===== src/rtl/lra_seq_pkg.sv =====
package lra_seq_pkg;
  typedef enum logic [1:0] {
    PH_IDLE  = 2'd0,
    PH_START = 2'd1,
    PH_DRIVE = 2'd2,
    PH_BRAKE = 2'd3
  } phase_e;
endpackage


===== src/rtl/lra_tick_gen.sv =====
module lra_tick_gen #(
  parameter int TICK_DIV = 1250
) (
  input  logic clk_i,
  input  logic rst_ni,
  output logic tick_o
);
  localparam int DIV_W = (TICK_DIV > 1) ? $clog2(TICK_DIV) : 1;

  generate
    if (TICK_DIV <= 1) begin : g_pass
      assign tick_o = 1'b1;
    end else begin : g_div
      localparam logic [DIV_W-1:0] LAST = DIV_W'(TICK_DIV - 1);
      logic [DIV_W-1:0] cnt_q, cnt_d;

      always_comb begin
        cnt_d = cnt_q + DIV_W'(1);
        if (cnt_q == LAST) cnt_d = '0;
      end

      always_ff @(posedge clk_i or negedge rst_ni) begin
        if (!rst_ni) cnt_q <= '0;
        else         cnt_q <= cnt_d;
      end

      assign tick_o = (cnt_q == LAST);
    end
  endgenerate
endmodule


===== src/rtl/lra_lockout.sv =====
module lra_lockout #(
  parameter int LOCK_TICKS = 20000
) (
  input  logic clk_i,
  input  logic rst_ni,
  input  logic tick_i,
  output logic ready_o
);
  localparam int LK_W = $clog2(LOCK_TICKS + 1);
  localparam logic [LK_W-1:0] LOCK_V = LK_W'(LOCK_TICKS);

  logic [LK_W-1:0] cnt_q, cnt_d;

  always_comb begin
    cnt_d = cnt_q;
    if (tick_i && (cnt_q != LOCK_V)) cnt_d = cnt_q + LK_W'(1);
  end

  always_ff @(posedge clk_i or negedge rst_ni) begin
    if (!rst_ni) cnt_q <= '0;
    else         cnt_q <= cnt_d;
  end

  assign ready_o = (cnt_q == LOCK_V);
endmodule


===== src/rtl/lra_wave_gen.sv =====
module lra_wave_gen #(
  parameter int FC_W      = 5,
  parameter int CNT_W     = 16,
  parameter int HALF_MIN  = 130,
  parameter int HALF_STEP = 6
) (
  input  logic             clk_i,
  input  logic             rst_ni,
  input  logic             tick_i,
  input  logic             run_i,
  input  logic [FC_W-1:0]  freq_code_i,
  output logic             pol_a_o,
  output logic             pol_b_o,
  output logic             period_end_o
);
  logic [CNT_W-1:0] half_len;

  generate
    if (HALF_STEP == 1) begin : g_unit
      assign half_len = CNT_W'(HALF_MIN) + CNT_W'(freq_code_i);
    end else begin : g_scaled
      assign half_len = CNT_W'(HALF_MIN) + CNT_W'(freq_code_i) * CNT_W'(HALF_STEP);
    end
  endgenerate

  logic [CNT_W-1:0] pos_q, pos_d;
  logic             half_q, half_d;
  logic             half_last;

  assign half_last = (pos_q == half_len - CNT_W'(1));

  always_comb begin
    pos_d  = pos_q;
    half_d = half_q;
    if (!run_i) begin
      pos_d  = '0;
      half_d = 1'b0;
    end else if (tick_i) begin
      if (half_last) begin
        pos_d  = '0;
        half_d = ~half_q;
      end else begin
        pos_d  = pos_q + CNT_W'(1);
      end
    end
  end

  always_ff @(posedge clk_i or negedge rst_ni) begin
    if (!rst_ni) begin
      pos_q  <= '0;
      half_q <= 1'b0;
    end else begin
      pos_q  <= pos_d;
      half_q <= half_d;
    end
  end

  assign period_end_o = run_i && tick_i && half_last && half_q;
  assign pol_a_o      = run_i && (pos_q != '0) && !half_q;
  assign pol_b_o      = run_i && (pos_q != '0) && half_q;
endmodule


===== src/rtl/lra_phase_fsm.sv =====
module lra_phase_fsm
  import lra_seq_pkg::*;
#(
  parameter int CNT_W     = 16,
  parameter int SU_W      = 4,
  parameter int BRAKE_CAP = 3000
) (
  input  logic             clk_i,
  input  logic             rst_ni,
  input  logic             tick_i,
  input  logic             ready_i,
  input  logic             en_i,
  input  logic             period_end_i,
  input  logic [SU_W-1:0]  startup_per_i,
  input  logic [CNT_W-1:0] brake_cfg_i,
  output phase_e           phase_o,
  output logic             brake_drive_o
);
  localparam logic [CNT_W-1:0] CAP_V = CNT_W'(BRAKE_CAP);

  phase_e           phase_q, phase_d;
  logic [SU_W-1:0]  scnt_q, scnt_d;
  logic [CNT_W-1:0] dcnt_q, dcnt_d;
  logic [CNT_W-1:0] bcnt_q, bcnt_d;
  logic [CNT_W-1:0] blen_q, blen_d;
  logic             pend_q, pend_d;
  logic             en_prev_q;

  logic             rise;
  logic [CNT_W-1:0] d_sat;
  logic [SU_W-1:0]  su_eff;
  logic [CNT_W-1:0] blen_new;

  assign rise     = en_i && !en_prev_q;
  assign d_sat    = (dcnt_q >= CAP_V) ? CAP_V : dcnt_q + CNT_W'(1);
  assign su_eff   = (startup_per_i == '0) ? SU_W'(1) : startup_per_i;
  assign blen_new = (brake_cfg_i != '0) ? brake_cfg_i : d_sat;

  always_comb begin
    phase_d = phase_q;
    scnt_d  = scnt_q;
    dcnt_d  = dcnt_q;
    bcnt_d  = bcnt_q;
    blen_d  = blen_q;
    pend_d  = pend_q;
    unique case (phase_q)
      PH_IDLE: begin
        if (ready_i && rise) pend_d = 1'b1;
        if (tick_i && ready_i && (en_i || pend_q || rise)) begin
          phase_d = PH_START;
          scnt_d  = '0;
          dcnt_d  = '0;
          pend_d  = 1'b0;
        end
      end
      PH_START: begin
        if (tick_i) dcnt_d = d_sat;
        if (period_end_i) begin
          if (!en_i) begin
            phase_d = PH_BRAKE;
            bcnt_d  = '0;
            blen_d  = blen_new;
            pend_d  = 1'b0;
          end else if (scnt_q + SU_W'(1) >= su_eff) begin
            phase_d = PH_DRIVE;
          end else begin
            scnt_d  = scnt_q + SU_W'(1);
          end
        end
      end
      PH_DRIVE: begin
        if (tick_i) dcnt_d = d_sat;
        if (period_end_i && !en_i) begin
          phase_d = PH_BRAKE;
          bcnt_d  = '0;
          blen_d  = blen_new;
          pend_d  = 1'b0;
        end
      end
      PH_BRAKE: begin
        if (rise) pend_d = 1'b1;
        if (tick_i) begin
          if (bcnt_q == blen_q - CNT_W'(1)) begin
            pend_d = 1'b0;
            if (pend_q || rise) begin
              phase_d = PH_START;
              scnt_d  = '0;
              dcnt_d  = '0;
            end else begin
              phase_d = PH_IDLE;
            end
          end else begin
            bcnt_d = bcnt_q + CNT_W'(1);
          end
        end
      end
      default: phase_d = PH_IDLE;
    endcase
  end

  always_ff @(posedge clk_i or negedge rst_ni) begin
    if (!rst_ni) begin
      phase_q   <= PH_IDLE;
      scnt_q    <= '0;
      dcnt_q    <= '0;
      bcnt_q    <= '0;
      blen_q    <= CNT_W'(1);
      pend_q    <= 1'b0;
      en_prev_q <= 1'b0;
    end else begin
      phase_q   <= phase_d;
      scnt_q    <= scnt_d;
      dcnt_q    <= dcnt_d;
      bcnt_q    <= bcnt_d;
      blen_q    <= blen_d;
      pend_q    <= pend_d;
      en_prev_q <= en_i;
    end
  end

  assign phase_o       = phase_q;
  assign brake_drive_o = (phase_q == PH_BRAKE) && (bcnt_q != '0);
endmodule


===== src/rtl/lra_drive_seq.sv =====
module lra_drive_seq
  import lra_seq_pkg::*;
#(
  parameter int TICK_DIV   = 1250,
  parameter int FC_W       = 5,
  parameter int CNT_W      = 16,
  parameter int SU_W       = 4,
  parameter int AMP_W      = 4,
  parameter int HALF_MIN   = 130,
  parameter int HALF_STEP  = 6,
  parameter int BRAKE_CAP  = 3000,
  parameter int LOCK_TICKS = 20000
) (
  input  logic             clk,
  input  logic             rst_n,
  input  logic             en_i,
  input  logic [SU_W-1:0]  startup_per_i,
  input  logic [CNT_W-1:0] brake_cfg_i,
  input  logic [AMP_W-1:0] amp_cfg_i,
  input  logic [FC_W-1:0]  freq_code_i,
  output logic             hb_a_o,
  output logic             hb_b_o,
  output logic [AMP_W-1:0] amp_o,
  output logic [1:0]       phase_o
);
  logic [1:0] rst_sync_q;
  logic       rst_core_n;

  always_ff @(posedge clk or negedge rst_n) begin
    if (!rst_n) rst_sync_q <= 2'b00;
    else        rst_sync_q <= {rst_sync_q[0], 1'b1};
  end
  assign rst_core_n = rst_sync_q[1];

  logic   tick, ready, run, period_end, wave_a, wave_b, brake_drive;
  phase_e phase;

  lra_tick_gen #(.TICK_DIV(TICK_DIV)) u_tick (
    .clk_i (clk), .rst_ni (rst_core_n), .tick_o (tick)
  );

  lra_lockout #(.LOCK_TICKS(LOCK_TICKS)) u_lock (
    .clk_i (clk), .rst_ni (rst_core_n), .tick_i (tick), .ready_o (ready)
  );

  assign run = (phase == PH_START) || (phase == PH_DRIVE);

  lra_wave_gen #(
    .FC_W (FC_W), .CNT_W (CNT_W), .HALF_MIN (HALF_MIN), .HALF_STEP (HALF_STEP)
  ) u_wave (
    .clk_i        (clk),
    .rst_ni       (rst_core_n),
    .tick_i       (tick),
    .run_i        (run),
    .freq_code_i  (freq_code_i),
    .pol_a_o      (wave_a),
    .pol_b_o      (wave_b),
    .period_end_o (period_end)
  );

  lra_phase_fsm #(
    .CNT_W (CNT_W), .SU_W (SU_W), .BRAKE_CAP (BRAKE_CAP)
  ) u_fsm (
    .clk_i         (clk),
    .rst_ni        (rst_core_n),
    .tick_i        (tick),
    .ready_i       (ready),
    .en_i          (en_i),
    .period_end_i  (period_end),
    .startup_per_i (startup_per_i),
    .brake_cfg_i   (brake_cfg_i),
    .phase_o       (phase),
    .brake_drive_o (brake_drive)
  );

  always_comb begin
    unique case (phase)
      PH_START, PH_BRAKE: amp_o = '1;
      PH_DRIVE:           amp_o = amp_cfg_i;
      default:            amp_o = '0;
    endcase
  end

  assign hb_a_o  = wave_a || brake_drive;
  assign hb_b_o  = wave_b;
  assign phase_o = phase;
endmodule


===== config.mk =====
export PLATFORM = sky130hd
export DESIGN_NAME = lra_drive_seq
export DESIGN_NICKNAME = d
export VERILOG_FILES = /design/src/rtl/lra_seq_pkg.sv /design/src/rtl/lra_tick_gen.sv /design/src/rtl/lra_lockout.sv /design/src/rtl/lra_wave_gen.sv /design/src/rtl/lra_phase_fsm.sv /design/src/rtl/lra_drive_seq.sv
export SDC_FILE = /design/constraint.sdc
export NUM_CORES = 1
export LEC_CHECK = 0
export ABC_CLOCK_PERIOD_IN_PS = 3940
export BUFFER_PORTS_ARGS = -buffer_cell sky130_fd_sc_hd__buf_2
export CORE_MARGIN = 2
export CORE_UTILIZATION = 62
export DETAILED_ROUTE_END_ITERATION = 10
export PLACE_DENSITY = 0.81
export SKIP_CTS_REPAIR_TIMING = 1
export SYNTH_ARGS = -nofsm -noshare
export SYNTH_HDL_FRONTEND = slang
export SYNTH_SLANG_ARGS = --single-unit

===== constraint.sdc =====
create_clock -name clk -period 3.94 [get_ports clk]
set_input_delay 0.788 -clock clk [delete_from_list [all_inputs] [get_ports clk]]
set_output_delay 0.788 -clock clk [all_outputs]
set_load 0.01 [all_outputs]

## Word-level counts from Yosys, hierarchy flattened

Index checks and enable logic that the tools add are counted.

- Bitwise operators: 1
- Reduce and logical (&&, ||, !) cells: 38
- $lt $le $gt $ge: 2
- Multipliers: 1
- Add/subtract/negate cells: 9
- Mux-type cells: 53
- Equal/unequal tests: 23
- Div/mod/pow operators: 0
- Shift-type cells: 0

Operator list:

| cell | count |
|---|---|
| $mux W16 | 18 |
| $pmux W16 S3 | 2 |
| $add A16 B1 Y16 const B | 3 |
| $reduce_bool A16 Y1 | 3 |
| $eq A16 B16 Y1 | 2 |
| $mux W4 | 8 |
| $pmux W16 S2 | 1 |
| $sub A16 B1 Y16 const B | 2 |
| $ge A16 B12 Y1 const B | 1 |
| $ne A2 B1 Y1 const B | 8 |
| $add A15 B1 Y15 const B | 1 |
| $eq A15 B15 Y1 const B | 1 |
| $ne A15 B15 Y1 const B | 1 |
| $mux W2 | 7 |
| $logic_and A1 B1 Y1 | 13 |
| $mux W1 | 12 |
| $pmux W4 S3 | 1 |
| $reduce_and A6 Y1 | 2 |
| $add A11 B1 Y11 const B | 1 |
| $eq A11 B11 Y1 const B | 1 |
| $mux W11 | 1 |
| $ne A2 B2 Y1 const B | 5 |
| $add A8 B8 Y9 const A | 1 |
| $pmux W2 S4 | 1 |
| 21 further kinds | 31 |

- Memory bits (read-only): 0
- Bits in latches: 0
- Register bits: 101
- Memories kept: 0
- Bits in writable memories: 0
- Word-level logic and storage cells: 139

## Longest topological paths before layout

- Depth in word-level cells: 9
- Gate-level depth with buffers: 14
- Depth with buffers taken out: 11

## Cells and area by module

A second synthesis with hierarchy kept.

- Cells, all modules: 703
- Area, all modules: 6463.7 sq um

By module, submodules not included:

| module | times used | area an instance (sq um) | cells an instance |
|---|---|---|---|
| lra_phase_fsm | 1 | 3803.6 | 433 |
| lra_wave_gen | 1 | 1248.7 | 143 |
| lra_lockout | 1 | 720.7 | 60 |
| lra_tick_gen | 1 | 534.3 | 48 |
| lra_drive_seq | 1 | 156.4 | 19 |

## Worst setup path after synthesis

No wires, ideal clock.

- Kind: input to register
- Start: input freq_code_i[0]
- End: register u_fsm.phase_q[1] (netlist: u_fsm.phase_o[1])
- Cell stages on the path: 10
- Data arrival time: 3.812 ns
- Slack: 0.004 ns
- Cells stage by stage: ha_1 fa_1 a311o_4 xnor2_4 or4_1 a32o_2 and3_1 o41ai_2 o22ai_1 a211o_1

- Word-level cells in the longest chain between the ends: 9
- Elaborated cells on any way between the ends: 10
- Those cells by class: add/sub (2); mul (1); eq/ne (3); reduce/logical (4)

Ends and longest elaborated chain:

| item | line | source |
|---|---|---|
| start, declared | lra_drive_seq.sv:20 | `input logic [FC_W-1:0] freq_code_i,` |
| $mul A5 B2 Y7 * | lra_wave_gen.sv:22 | `assign half_len = CNT_W'(HALF_MIN) + CNT_W'(freq_code_i) * CNT_W'(HALF_STEP);` |
| $add A8 B8 Y9 * | lra_wave_gen.sv:22 |  |
| $sub A16 B1 Y16 * | lra_wave_gen.sv:30 | `assign half_last = (pos_q == half_len - CNT_W'(1));` |
| $eq A16 B16 Y1 * | lra_wave_gen.sv:30 |  |
| $logic_and A1 B1 Y1 * (2 in a row) | lra_wave_gen.sv:58 | `assign period_end_o = run_i && tick_i && half_last && half_q;` |
| $logic_and A1 B1 Y1 | lra_phase_fsm.sv:73 | `if (period_end_i && !en_i) begin` |
| $ne A2 B1 Y1 (no line) | n/a |  |
| $reduce_and A6 Y1 (no line) * | n/a |  |
| end signal, assigned | lra_phase_fsm.sv:111 | `phase_q <= phase_d;` |
| end, declared | lra_phase_fsm.sv:21 | `phase_e phase_q, phase_d;` |

Every way passes the cells marked *; elsewhere a longest branch is shown, timed or not.
A chain may end at the register's enable or synchronous reset.

## Worst setup path in the final report

- Start: input freq_code_i[0]
- End: register u_fsm.bcnt_q[3]

- Word-level cells in the longest chain between the ends: 9
- Elaborated cells on any way between the ends: 10
- Those cells by class: add/sub (2); mul (1); eq/ne (3); reduce/logical (4)

Ends and longest elaborated chain:

| item | line | source |
|---|---|---|
| $mul A5 B2 Y7 * | lra_wave_gen.sv:22 |  |
| $add A8 B8 Y9 * | lra_wave_gen.sv:22 |  |
| $sub A16 B1 Y16 * | lra_wave_gen.sv:30 |  |
| $eq A16 B16 Y1 * | lra_wave_gen.sv:30 |  |
| $logic_and A1 B1 Y1 * (2 in a row) | lra_wave_gen.sv:58 |  |
| $logic_and A1 B1 Y1 | lra_phase_fsm.sv:73 |  |
| $ne A2 B1 Y1 (no line) | n/a |  |
| $reduce_and A6 Y1 (no line) * | n/a |  |
| end signal, assigned | lra_phase_fsm.sv:114 | `bcnt_q <= bcnt_d;` |
| end, declared | lra_phase_fsm.sv:24 | `logic [CNT_W-1:0] bcnt_q, bcnt_d;` |

Marked as above.

==> flow_metrics.tcl <==
set metrics [dict create \
    viasPerCell 6.23 \
    grt_max_degree 76 \
    top_usage_layer "met2" \
    max_stage_delay_ps 450 \
    port_buffers 39 \
    grt_use_met1 0.386 \
    fp.coreArea_mm2 0.0113 \
    gr-usage-met2 0.467 \
    period_needed_ps 3800 \
    grt_pass1_vias 6081 \
    hpwl_mm 12.4 \
    synthArstFlopShare 1.00 \
    antenna_found_initial 0 \
    drive_gt1_frac 0.164 \
    path_cells "buf_2 -> ha_1 -> fa_2 -> a311o_4 -> xnor2_4 -> buf_4 -> o32ai_1 -> nand4_1 -> nor3_1 -> o311a_1 -> buf_4 -> o2111ai_1 -> o311ai_1" \
    crit_buf_inv 3 \
    cts_tree "yes" \
    root_buffer "clkbuf_16" \
    start_util 0.628 \
    yosysTopAreaCell "dfrtp_1" \
    slowest_stage "nor3_1" \
    synth_seq_cells 101 \
    worstMarginPinSlew_ps 1070 \
    gp_congestion 0.889 \
    finalMaxSlewViolations 0 \
    drt_iter0_drc 389 \
    numCtsBuffers 9 \
    syn_inst 796 \
    ir_drop_mv 0.599 \
    crit_top_cell "buf_4" \
    rsz0062_at_grt "no" \
    die_y_um 111 \
    startpoint_type "input port" \
    syn_nets 857 \
    p_per_area_mw_per_mm2 476 \
    area_growth_pct 13.7 \
    cp.required_ps 4190 \
    cp_top_family "compound AO/OA/AOI/OAI gates" \
    hold_violations 0 \
    overflow 0 \
    arrival_ps 4050 \
    clock_latency_ps 360 \
    final_common_cell "dfrtp_1" \
    yosysTopAreaCellShare 0.352 \
    criticalPathCategory "input port to register" \
    syn_area_mm2 0.00711 \
    leakage_nw 3.71 \
    wl_mm 16.8 \
    setup_viol 0 \
    drtAntennaViolNets 0 \
    final_cell_mix "99 x dfrtp_1, 87 x nand2_1, 58 x nand3_1" \
    nets 926 \
    grtUsageMet3 0.0547 \
    hold_path_class "input port to async pin" \
    clk_path_buf_depth 2 \
    cts_sinks 101 \
    clkSlewWorstSetupHoldPaths_ps 60 \
    end_kind "register" \
    finClkSkew_ps 11.6 \
    grt_pass1_wl_mm 29.0 \
    p_total_w 0.00384 \
    ys_types 87 \
    avgSynthCellArea_um2 8.93 \
    critPathMaxFanout 7 \
    num_antenna_cells 0 \
    dominantRegCellSynth "dfrtp_1" \
    pre_cts_ws_ps -224 \
    synth_edf_count 0 \
    grt_use_total 0.283 \
    clock.fmax_ghz 0.263 \
    status "completed" \
    relSlewSlack 0.288 \
    ys_warn_count 0 \
    fp.dieW_um 111 \
    std_cell_rows 39 \
    synthTopCellsByArea "dfrtp_1 35%, ha_1 4.9%, xnor2_1 4.8%" \
    ys_seq_area_frac 0.356 \
    maxCapViolations 0 \
    htreeDepth 3 \
    vias 6313 \
    io_pins 40 \
    post-route-drc-count 0 \
    dieArea_mm2 0.0123 \
    wl_per_cell_um 16.6 \
    fin_crit_sh 0.965 \
    worst_slack_ps 138 \
    drt_pre_antenna_iters 7 \
]
==> area by class of cell <==
type | instances | area [µm²]
Clock buffer | 10 | 229
Clock inverter | 6 | 68.8
Fill cell | 876 | 3240
Inverter | 40 | 150
Multi-Input combinational cell | 624 | 4340
Sequential cell | 101 | 2530
Tap cell | 143 | 179
Timing Repair Buffer | 89 | 583
==> worst register-to-register path, cell delays in order, from the launching register on <==
cell,delay [ps]
dfrtp_1,390
inv_1,90
ha_1,170
or4b_1,520
nor3b_2,340
nand3_1,160
mux2i_1,170
nor4b_2,480
a41o_1,430
nand3_4,300
o21ai_0,250
a32o_1,180
==> layer usage <==
metal  share of wire  up-vias
met5               0        -
met4           0.015        0
met3           0.058       23
met2            0.48      200
met1            0.44     3060
li1                -     3030
==> kinds of logic after synthesis <==
group                    Yosys count  synth area share
AO/OA/AOI/OAI                    149             0.156
XOR/XNOR                          75            0.0981
flip-flops                       101             0.356
other                              1          0.000528
AND/OR/NAND/NOR                  344             0.254
buffers and inverters             71            0.0414
multiplexers                      26            0.0419
adder cells (fa/ha/maj)           29            0.0521
==> per-stage QoR <==
stage                     utilization  hold WS (ps)  setup TNS, ps  std cells  cell area (µm²)
after floorplan                     -           331              0        796             7110
after global placement          0.683           338          -4590        997             7730
after detailed placement        0.683           337          -7500        997             7730
after CTS                       0.709           192              0       1013             8030
after global routing            0.714           191              0       1013             8080
final                           0.714           205              0       1013             8080
==> path summary, 6_finish.rpt <==
| kind | startpoint | to | slack (ps) | cells past startpoint |
|---|---|---|---|---|
| max in group asynchronous | rst_sync_q[1]$_DFF_PN0_ | u_fsm.blen_q[0]$_DFFE_PN1P_ | 2520 | 1 |
| min | rst_n | rst_sync_q[1]$_DFF_PN0_ | 200 | 1 |
| min in group clk | rst_sync_q[0]$_DFF_PN0_ | rst_sync_q[1]$_DFF_PN0_ | 350 | 0 |
| max | freq_code_i[0] | u_fsm.bcnt_q[3]$_DFFE_PN0P_ | 140 | 13 |
| min reg2reg | rst_sync_q[0]$_DFF_PN0_ | rst_sync_q[1]$_DFF_PN0_ | 350 | 0 |
| max reg2reg | u_fsm.blen_q[1]$_DFFE_PN0P_ | u_fsm.dcnt_q[6]$_DFFE_PN0P_ | 400 | 11 |
==> sequential cells by signal, indices dropped and copies added (netlist names), 4 cells and up <==
register and flops:
u_fsm.bcnt_q 16, u_fsm.blen_q 16, u_fsm.dcnt_q 16, u_fsm.scnt_q 4, u_lock.cnt_q 15, u_tick.g_div.cnt_q 11, u_wave.pos_q 16
==> synth_stat cells (5+ instances only) <==
library cell  instances
a21o_1                6
a21oi_1              22
a31oi_1               8
and2_1               15
and3_1               18
clkbuf_1             24
dfrtp_1             100
ha_1                 28
inv_1                39
mux2i_1              17
nand2_1              87
nand2b_1             14
nand3_1              58
nand3b_1              5
nand4_1              15
nor2_1               51
nor3_1               19
nor4_1               25
o2111ai_1             6
o211ai_1             21
o21ai_0              30
or3_1                 6
or4_1                 5
xnor2_1              39
xor2_1               33
==> where the power goes <==
group / total, W / internal (W) / switching, W
clock network: 0.000905 / 0.000498 / 0.000406
logic: 0.00159 / 0.000599 / 0.000990
registers: 0.00135 / 0.00114 / 0.000207
Power figures use the tool's default switching activity.
